===== src/rtl/mbx_pkg.sv =====
package mbx_pkg;
  localparam int STW = 16;

  typedef enum logic [2:0] {
    LC_HARD   = 3'd0,
    LC_SOFT   = 3'd1,
    LC_CFG    = 3'd2,
    LC_SELF   = 3'd3,
    LC_FAIL   = 3'd4,
    LC_IFAIL  = 3'd5,
    LC_PASSED = 3'd6,
    LC_RSVD   = 3'd7
  } life_e;

  // status bit positions
  localparam int B_CMDFREE = 0;
  localparam int B_ANS     = 1;
  localparam int B_DONE    = 2;
  localparam int B_ERRN    = 3;
  localparam int B_READY   = 4;
  localparam int B_PASSED  = 5;
  localparam int B_HWOK    = 6;
  localparam int B_STOK    = 7;
  localparam int B_LOADED  = 8;
  localparam int B_DATA    = 9;

  typedef struct packed {
    logic cmd_free;
    logic ans;
    logic done;
    logic err_n;
    logic ready;
    logic passed;
    logic hw_ok;
    logic st_ok;
    logic loaded;
    logic data;
  } stat_t;

  function automatic life_e life_sanitize(input logic [2:0] code);
    return (code == 3'd7) ? LC_HARD : life_e'(code);
  endfunction

  function automatic logic life_passed(input life_e s);
    return s == LC_PASSED;
  endfunction

  function automatic logic life_ready(input life_e s, input logic init_done);
    return life_passed(s) ? init_done : (s == LC_CFG);
  endfunction

  function automatic logic [STW-1:0] pack_status(input stat_t s);
    logic [STW-1:0] w;
    w = '0;
    w[B_CMDFREE] = s.cmd_free;
    w[B_ANS]     = s.ans;
    w[B_DONE]    = s.done;
    w[B_ERRN]    = s.err_n;
    w[B_READY]   = s.ready;
    w[B_PASSED]  = s.passed;
    w[B_HWOK]    = s.hw_ok;
    w[B_STOK]    = s.st_ok;
    w[B_LOADED]  = s.loaded;
    w[B_DATA]    = s.data;
    return w;
  endfunction
endpackage


===== src/rtl/mbx_flag.sv =====
module mbx_flag (
  input  logic clk,
  input  logic rst,
  input  logic set_i,
  input  logic clr_i,
  output logic flag_o
);
  logic flag_q;

  always_ff @(posedge clk) begin
    if (rst)        flag_q <= 1'b0;
    else if (clr_i) flag_q <= 1'b0;
    else if (set_i) flag_q <= 1'b1;
  end

  assign flag_o = flag_q;

  p_clear_wins_r4: assert property (@(posedge clk) disable iff (rst)
    clr_i |=> !flag_o);
  p_set_raises_r2: assert property (@(posedge clk) disable iff (rst)
    (set_i && !clr_i) |=> flag_o);
  p_flag_holds_r5: assert property (@(posedge clk) disable iff (rst)
    (!set_i && !clr_i) |=> $stable(flag_o));
endmodule


===== src/rtl/mbx_life.sv =====
module mbx_life
  import mbx_pkg::*;
(
  input  logic       clk,
  input  logic       rst,
  input  logic [2:0] life_i,
  input  logic       init_done_i,
  output logic       passed_o,
  output logic       ready_o
);
  life_e life_q;
  logic  run_q;

  always_ff @(posedge clk) begin
    if (rst) begin
      life_q <= LC_HARD;
      run_q  <= 1'b0;
    end else begin
      life_q <= life_sanitize(life_i);
      run_q  <= 1'b1;
    end
  end

  assign passed_o = life_passed(life_q);
  assign ready_o  = life_ready(life_q, init_done_i);

  p_passed_code_r6: assert property (@(posedge clk) disable iff (rst)
    run_q |-> (passed_o == ($past(life_i) == 3'd6)));
  p_ready_cfg_r7: assert property (@(posedge clk) disable iff (rst)
    (run_q && !passed_o) |-> (ready_o == ($past(life_i) == 3'd2)));
  p_ready_init_r7: assert property (@(posedge clk) disable iff (rst)
    passed_o |-> (ready_o == init_done_i));
endmodule


===== src/rtl/mbx_regs.sv =====
module mbx_regs #(
  parameter int DW = 16
) (
  input  logic          clk,
  input  logic          rst,
  input  logic          cmd_we_i,
  input  logic          par_we_i,
  input  logic [DW-1:0] host_d_i,
  input  logic          ans_we_i,
  input  logic [DW-1:0] ans_d_i,
  output logic [DW-1:0] cmd_o,
  output logic [DW-1:0] par_o,
  output logic [DW-1:0] ans_o,
  output logic          strobe_o
);
  logic [DW-1:0] cmd_q, par_q, ans_q;
  logic          stb_q;

  always_ff @(posedge clk) begin
    if (rst) begin
      cmd_q <= '0;
      par_q <= '0;
      ans_q <= '0;
      stb_q <= 1'b0;
    end else begin
      if (cmd_we_i) cmd_q <= host_d_i;
      if (par_we_i) par_q <= host_d_i;
      if (ans_we_i) ans_q <= ans_d_i;
      stb_q <= cmd_we_i;
    end
  end

  assign cmd_o    = cmd_q;
  assign par_o    = par_q;
  assign ans_o    = ans_q;
  assign strobe_o = stb_q;

  p_strobe_follows_r12: assert property (@(posedge clk) disable iff (rst)
    cmd_we_i |=> strobe_o);
  p_strobe_quiet_r12: assert property (@(posedge clk) disable iff (rst)
    !cmd_we_i |=> !strobe_o);
  p_cmd_loaded_r1: assert property (@(posedge clk) disable iff (rst)
    cmd_we_i |=> (cmd_o == $past(host_d_i)));
  p_param_loaded_r1: assert property (@(posedge clk) disable iff (rst)
    par_we_i |=> (par_o == $past(host_d_i)));
endmodule


===== src/rtl/dsp_mailbox.sv =====
module dsp_mailbox
  import mbx_pkg::*;
#(
  parameter int DW   = 16,
  parameter int CNTW = 8
) (
  input  logic            clk,
  input  logic            rst,
  input  logic            host_wr_en,
  input  logic            host_wr_sel,
  input  logic [DW-1:0]   host_wr_data,
  input  logic [1:0]      host_rd_sel,
  output logic [DW-1:0]   host_rd_data,
  input  logic            dsp_cmd_free_set,
  input  logic            dsp_ans_set,
  input  logic            dsp_ans_we,
  input  logic [DW-1:0]   dsp_ans_data,
  input  logic            dsp_done,
  input  logic            dsp_err_n,
  input  logic            dsp_selftest_ok,
  input  logic            dsp_loaded,
  input  logic            dsp_init_done,
  input  logic            hw_ok,
  input  logic [2:0]      life_state,
  input  logic [CNTW-1:0] send_words,
  output logic [DW-1:0]   cmd_word,
  output logic [DW-1:0]   param_word,
  output logic            cmd_strobe,
  output logic [STW-1:0]  status_word
);
  localparam int NFLAG = 2;

  // named internal events
  logic cmd_write_ev, par_write_ev;
  assign cmd_write_ev = host_wr_en && !host_wr_sel;
  assign par_write_ev = host_wr_en &&  host_wr_sel;

  logic [NFLAG-1:0] flag_set, flag_val;
  assign flag_set = {dsp_ans_set, dsp_cmd_free_set};

  for (genvar g = 0; g < NFLAG; g++) begin : g_flag
    mbx_flag u_flag (
      .clk   (clk),
      .rst   (rst),
      .set_i (flag_set[g]),
      .clr_i (cmd_write_ev),
      .flag_o(flag_val[g])
    );
  end

  logic passed_w, ready_w;
  mbx_life u_life (
    .clk        (clk),
    .rst        (rst),
    .life_i     (life_state),
    .init_done_i(dsp_init_done),
    .passed_o   (passed_w),
    .ready_o    (ready_w)
  );

  logic [DW-1:0] ans_w;
  mbx_regs #(.DW(DW)) u_regs (
    .clk     (clk),
    .rst     (rst),
    .cmd_we_i(cmd_write_ev),
    .par_we_i(par_write_ev),
    .host_d_i(host_wr_data),
    .ans_we_i(dsp_ans_we),
    .ans_d_i (dsp_ans_data),
    .cmd_o   (cmd_word),
    .par_o   (param_word),
    .ans_o   (ans_w),
    .strobe_o(cmd_strobe)
  );

  stat_t st;
  always_comb begin
    st.cmd_free = flag_val[0];
    st.ans      = flag_val[1];
    st.done     = dsp_done;
    st.err_n    = dsp_err_n;
    st.ready    = ready_w;
    st.passed   = passed_w;
    st.hw_ok    = hw_ok;
    st.st_ok    = dsp_selftest_ok;
    st.loaded   = dsp_loaded;
    st.data     = |send_words;
  end
  assign status_word = pack_status(st);

  logic [DW-1:0] stat_ext;
  always_comb begin
    stat_ext = '0;
    stat_ext[STW-1:0] = status_word;
  end

  always_comb begin
    unique case (host_rd_sel)
      2'd0:    host_rd_data = stat_ext;
      2'd1:    host_rd_data = cmd_word;
      2'd2:    host_rd_data = param_word;
      default: host_rd_data = ans_w;
    endcase
  end

  p_flags_clear_r2: assert property (@(posedge clk) disable iff (rst)
    cmd_write_ev |=> (status_word[1:0] == 2'b00));
  p_answer_loaded_r11: assert property (@(posedge clk) disable iff (rst)
    dsp_ans_we |=> (ans_w == $past(dsp_ans_data)));
endmodule


===== config.mk =====
export PLATFORM = sky130hd
export DESIGN_NAME = dsp_mailbox
export DESIGN_NICKNAME = d
export VERILOG_FILES = /design/src/rtl/mbx_pkg.sv /design/src/rtl/mbx_flag.sv /design/src/rtl/mbx_life.sv /design/src/rtl/mbx_regs.sv /design/src/rtl/dsp_mailbox.sv
export SDC_FILE = /design/constraint.sdc
export NUM_CORES = 1
export LEC_CHECK = 0
export BUFFER_PORTS_ARGS = -buffer_cell sky130_fd_sc_hd__buf_2
export CAP_MARGIN = 10
export CORE_MARGIN = 2
export CORE_UTILIZATION = 30
export CTS_CLUSTER_SIZE = 40
export DETAILED_ROUTE_END_ITERATION = 10
export PLACE_DENSITY_LB_ADDON = 0.05
export SETUP_SLACK_MARGIN = 0.3
export SYNTH_ARGS = -nofsm -noshare
export SYNTH_HDL_FRONTEND = slang
export SYNTH_SLANG_ARGS = --single-unit

===== constraint.sdc =====
create_clock -name clk -period 1.92 [get_ports clk]
set_input_delay 0.192 -clock clk [delete_from_list [all_inputs] [get_ports clk]]
set_output_delay 0.192 -clock clk [all_outputs]
set_load 0.02 [all_outputs]

* Word level (Yosys, flattened, before mapping)
Cells that the tools add are included.
** Storage, ports and cells
- Flip-flop bits (word level) :: 54
- Output and inout port bits :: 65
** Cells by class
- Reduce and logical (&&, ||, !) cells :: 7
- Eq/ne operators :: 5
- Multiplexer cells :: 2
** Operators with widths (number)
- $pmux W16 S3 :: 1
- $reduce_or A8 Y1 :: 1
- $eq A3 B3 Y1 const B :: 2
- $reduce_or A2 Y1 :: 2
- $eq A3 B2 Y1 const B :: 1
- $eq A2 B1 Y1 const B :: 1
- $eq A2 B2 Y1 const B :: 1
- $logic_and A1 B1 Y1 :: 2
- $logic_not A2 Y1 :: 1
- $logic_not A1 Y1 :: 1
- $mux W1 :: 1

* Logic depth before layout (Yosys ltp)
- Depth after elaboration :: 3
- Gate-level depth with buffers :: 5

* Cells and area by module
From an unflattened synthesis, not the netlist that was laid out.
** Unflattened totals
- Cells, all modules :: 221
- Area total of the unflattened synthesis :: 2516.2 um^2
** Modules (own cells, without submodules)
- mbx_regs :: cells each 157, area each 1765.4 um^2, times used 1
- dsp_mailbox :: cells each 46, area each 556.8 um^2, times used 1
- mbx_life :: cells each 12, area each 126.4 um^2, times used 1
- mbx_flag :: cells each 3, area each 33.8 um^2, times used 2

* Least setup slack after synthesis
No wires, ideal clock.
- Kind :: input to output
- Start :: input port send_words[1]
- End :: output port host_rd_data[9]
- Arrival :: 1.179 ns
- Slack :: 0.549 ns
- Stages on the path :: 3
- Cells stage by stage :: nor4_2 > nand2_1 > mux4_2
** On the way
- Word-level cells in the longest chain between the ends :: 2
** RTL lines
- from (decl) :: RTL line dsp_mailbox.sv:25 : input logic [CNTW-1:0] send_words,
- $reduce_or A8 Y1 :: RTL line dsp_mailbox.sv:87 : st.data = |send_words;
- net status_word[9] :: RTL line dsp_mailbox.sv:29 : output logic [STW-1:0] status_word
- $pmux W16 S3 :: RTL line dsp_mailbox.sv:98 : unique case (host_rd_sel)
- to (decl) :: RTL line dsp_mailbox.sv:13 : output logic [DW-1:0] host_rd_data,
The timed path passes the listed nets, and every way through them passes these cells.

* Worst setup path in the final report
- Start :: register u_life.life_q[0]
- End :: output port host_rd_data[5]
** On the way
- Word-level cells in the longest chain between the ends :: 2
** RTL lines
- from (decl) :: RTL line mbx_life.sv:11 : life_e life_q;
- from (signal assigned) :: RTL line mbx_life.sv:19 : life_q <= life_sanitize(life_i);
- $eq A3 B3 Y1 :: RTL line mbx_pkg.sv:45 : return s == LC_PASSED;
- $pmux W16 S3 :: RTL line dsp_mailbox.sv:98
No other way between the ends.

==> metrics.md <==
| Metric | Value |
|---|---|
| Status | finished, final reports clean |
| Overall power | 2.576 mW |
| Most frequent cells in the layout | 113 x buf_2, 52 x dfxtp_1, 34 x nand2_1 |
| Max-Cap Viols | 0 |
| Die Wd | 93.02 um |
| FF+latch area | roughly 0.0011 mm2 |
| Fin Setup TNS | 0 ns |
| RSZ-0062 raised after global routing | yes |
| Number of synthesized flops with an enable pin | 0 |
| Multi-input logic area | ~0.0011 mm2 |
| CP Max Fanout | 2 |
| Final Max Slew Viols | 0 |
| CP Class | reg -> out |
| Reg2Reg Setup Slack | 1.27 ns |
| Req. time, crit path | 1.73 ns |
| Crit. End Element | primary output |
| Met1 WL | 3007 um |
| Row count | 32 |
| Clock latency at the later pin of the worst-skew pair | ~0.31 ns |
| Levels on crit path | 3 |
| RR Endpoint | u_regs.cmd_o[15] |
| Htree depth | 2 |
| Power density over cell area | 825.8 mW/mm2 |
| Met3 WL | 348 um |
| Worst-Margin Slew | 0.7866 ns |
| Die extent in y | roughly 93 um |
| Clock tree buffer depth | 2 |
| #FFs+latches synth | between 50 and 60 |
| Count of final setup violators | 0 |
| Area grow syn2layout | 31.21% |
| Most common cell after layout, fill and taps aside | buf_2 |
| Layout Nets | 388 |
| Max incr delay on CP | 0.46 ns |
| Num Clock Sinks | 54 |
| DR WL/cell | around 15 um |
| Die area | 0.008653 mm2 |
| Initial antenna violation count | 0 |
| Setup WS pre-CTS | 0.3047 ns |
| Vias in the first global route | between 1,500 and 2,000 |
| Crit path from | u_life.life_q[0] |
| PortBufs | 116 |
| Top FF cell, synth | dfxtp_1 |
| Post-route ant nets | 0 |
| End point of the critical path | host_rd_data[5] |
| CTS tree | built |
| GRT Util Overall | 0.1543 |
| Core ar. | 0.007687 mm2 |
| Highest routing layer actually used | met4 |
| Minimum clock period | 1.634 ns |
| Period utilization | 0.8508 |
| Gpl congestion | roughly 0.74 |
| Startpoint types | flop |
| Post-synth ARST share | 0 |
| Largest net degree at the start of global routing | 21 |
| First-pass GRT wire length | about 10,000 um |
| DP Area | roughly 0.0029 mm2 |
| Syn Inst Count | 223 |
| DRC | 0 |
| Seq/Total Area, Yosys | 0.4547 |
| CP Buf/Inv Count | 1 |
| Mapped Area | between 0.002 and 0.0025 mm2 |
| Layout cells sized above 1 | 0.4653 |
| Leakage | 1.536 nW |
| Rel. slew slack | 0.4756 |
| Worst Clk Skew | 0 ns |
| Crit path max-delay family | multiplexers |
| CTS Buf Count | 5 |
| Clk pin slew, worst setup/hold paths | 0.11 ns |
| Post-Route WL | about 6600 um |
| Fin. Hold Viols | 0 |
| Diode count | 0 |
| Worst path cell trace | and3b_1 -> mux4_2 -> buf_6 |
| Hold Path Depth | 2 |
| Yosys warns | 0 |
| Initial cell density of the core | 0.3092 |
| Post-Syn Area per Cell | 10.66 um2 |
| DR vias/cell | about 4.5 |
| Peak supply drop | 0.0003775 V |
| Routed vias | 1,964 |
| PnR worst setup slack | ~0.29 ns |
| Design Area, Final | slightly above 0.003 mm2 |
| Max frequency | 612.2 MHz |
| Hpwl dp | 4733 um |
| Fill cells | 805 |
| Max stage delay cell, worst path | mux4_2 |
| WL met2 | 3115 um |
| Critical Path AT | roughly 1.4 ns |
| Worst hold path class | in -> reg |
| Ports | ~120 |
| Reg2reg start | u_regs.cmd_o[15] |
| DRT Pass-1 Iters | 4 |
| Synth cell types | 26 |
| Initial drt markers | 56 |
| GRT Residual Overflow | 0 |
| Reg2Reg Depth | 1 |
| Clock root buffer master | clkbuf_8 |
-- layer usage --
layer	GRT usage	vias up
met2	0.2530	68
met3	0.02981	10
met1	0.2084	905
met5	0	-
met4	0.04167	0
li1	-	981
-- power by group --
group          total, mW  internal, mW  switching, mW
logic              0.443         0.189          0.254
clock network      0.919         0.523          0.396
registers           1.21          1.18         0.0351
-- how the worst min path moves through the flow --
stage,from,endpoint,slack [ns]
5_1_grt,dsp_ans_set,g_flag[1].u_flag.flag_o,0.06
3_3_place_gp,dsp_cmd_free_set,g_flag[0].u_flag.flag_o,0.39
4_1_cts,life_state[1],u_life.life_q[0],0.06
3_5_place_dp,dsp_cmd_free_set,g_flag[0].u_flag.flag_o,0.40
2_1_floorplan,life_state[1],u_life.life_q[0],0.28
6_report,dsp_cmd_free_set,g_flag[0].u_flag.flag_o,0.06
-- stage by stage --
stage / cells / utilization / hold WS, ns
floorplan: 228 / - / 0.2831
global placement: 423 / 0.3830 / 0.3874
detailed placement: 423 / 0.3830 / 0.3951
CTS: 433 / 0.4054 / 0.05717
global route: 433 / 0.4058 / 0.05907
finish: 433 / 0.4058 / 0.06402
-- Yosys cell counts, types with 2 or more instances --
master / number / share of area
a211oi_1: 3 / 0.0095
a21oi_1: 16 / 0.034
a22o_1: 22 / 0.081
buf_2: 4 / 0.0084
buf_4: 18 / 0.057
buf_6: 2 / 0.0095
clkbuf_1: 4 / 0.0063
dfxtp_1: 54 / 0.45
inv_1: 4 / 0.0063
mux2_2: 6 / 0.028
mux2i_1: 16 / 0.067
mux4_1: 5 / 0.055
mux4_2: 5 / 0.047
nand2_1: 34 / 0.054
nor2_1: 16 / 0.025
nor2b_1: 2 / 0.0053
nor4_2: 2 / 0.011
o21a_1: 2 / 0.0063
-- timing repair --
item / in CTS / in global routing
hold buffers: 0 / 0
resized for setup: 11 / 1
endpoints found under the hold margin: 0 / 0
buffers inserted: 2 / 0
setup endpoints to repair: 2 / 5
-- cells by family after synthesis --
| family | after synthesis | synth area share |
|---|---|---|
| mux | 32 | 0.1984 |
| buf+inv | 34 | 0.09578 |
| flops | 54 | 0.4547 |
| compound gates | 44 | 0.1374 |
| other cells | 1 | 0.001577 |
| simple gates | 58 | 0.1121 |
-- registers in the layout, summed over array words and instances, names as in the netlist --
name and count:
u_regs.strobe_o 1, u_regs.ans_o 16, u_regs.par_o 16, u_life.life_q 3, g_flag.u_flag.flag_o 2, u_regs.cmd_o 16
-- cell type report --
| cell class | count | share of cell area |
|---|---|---|
| inverters | 4 | 0.004813 |
| multi-input cells | 140 | 0.3502 |
| well taps | 102 | 0.04091 |
| clock inverters | 3 | 0.02206 |
| clock buffers | 5 | 0.02206 |
| repair buffers | 125 | 0.2126 |
| flip-flops and latches | 54 | 0.3474 |
Power figures use the tool's default switching activity.
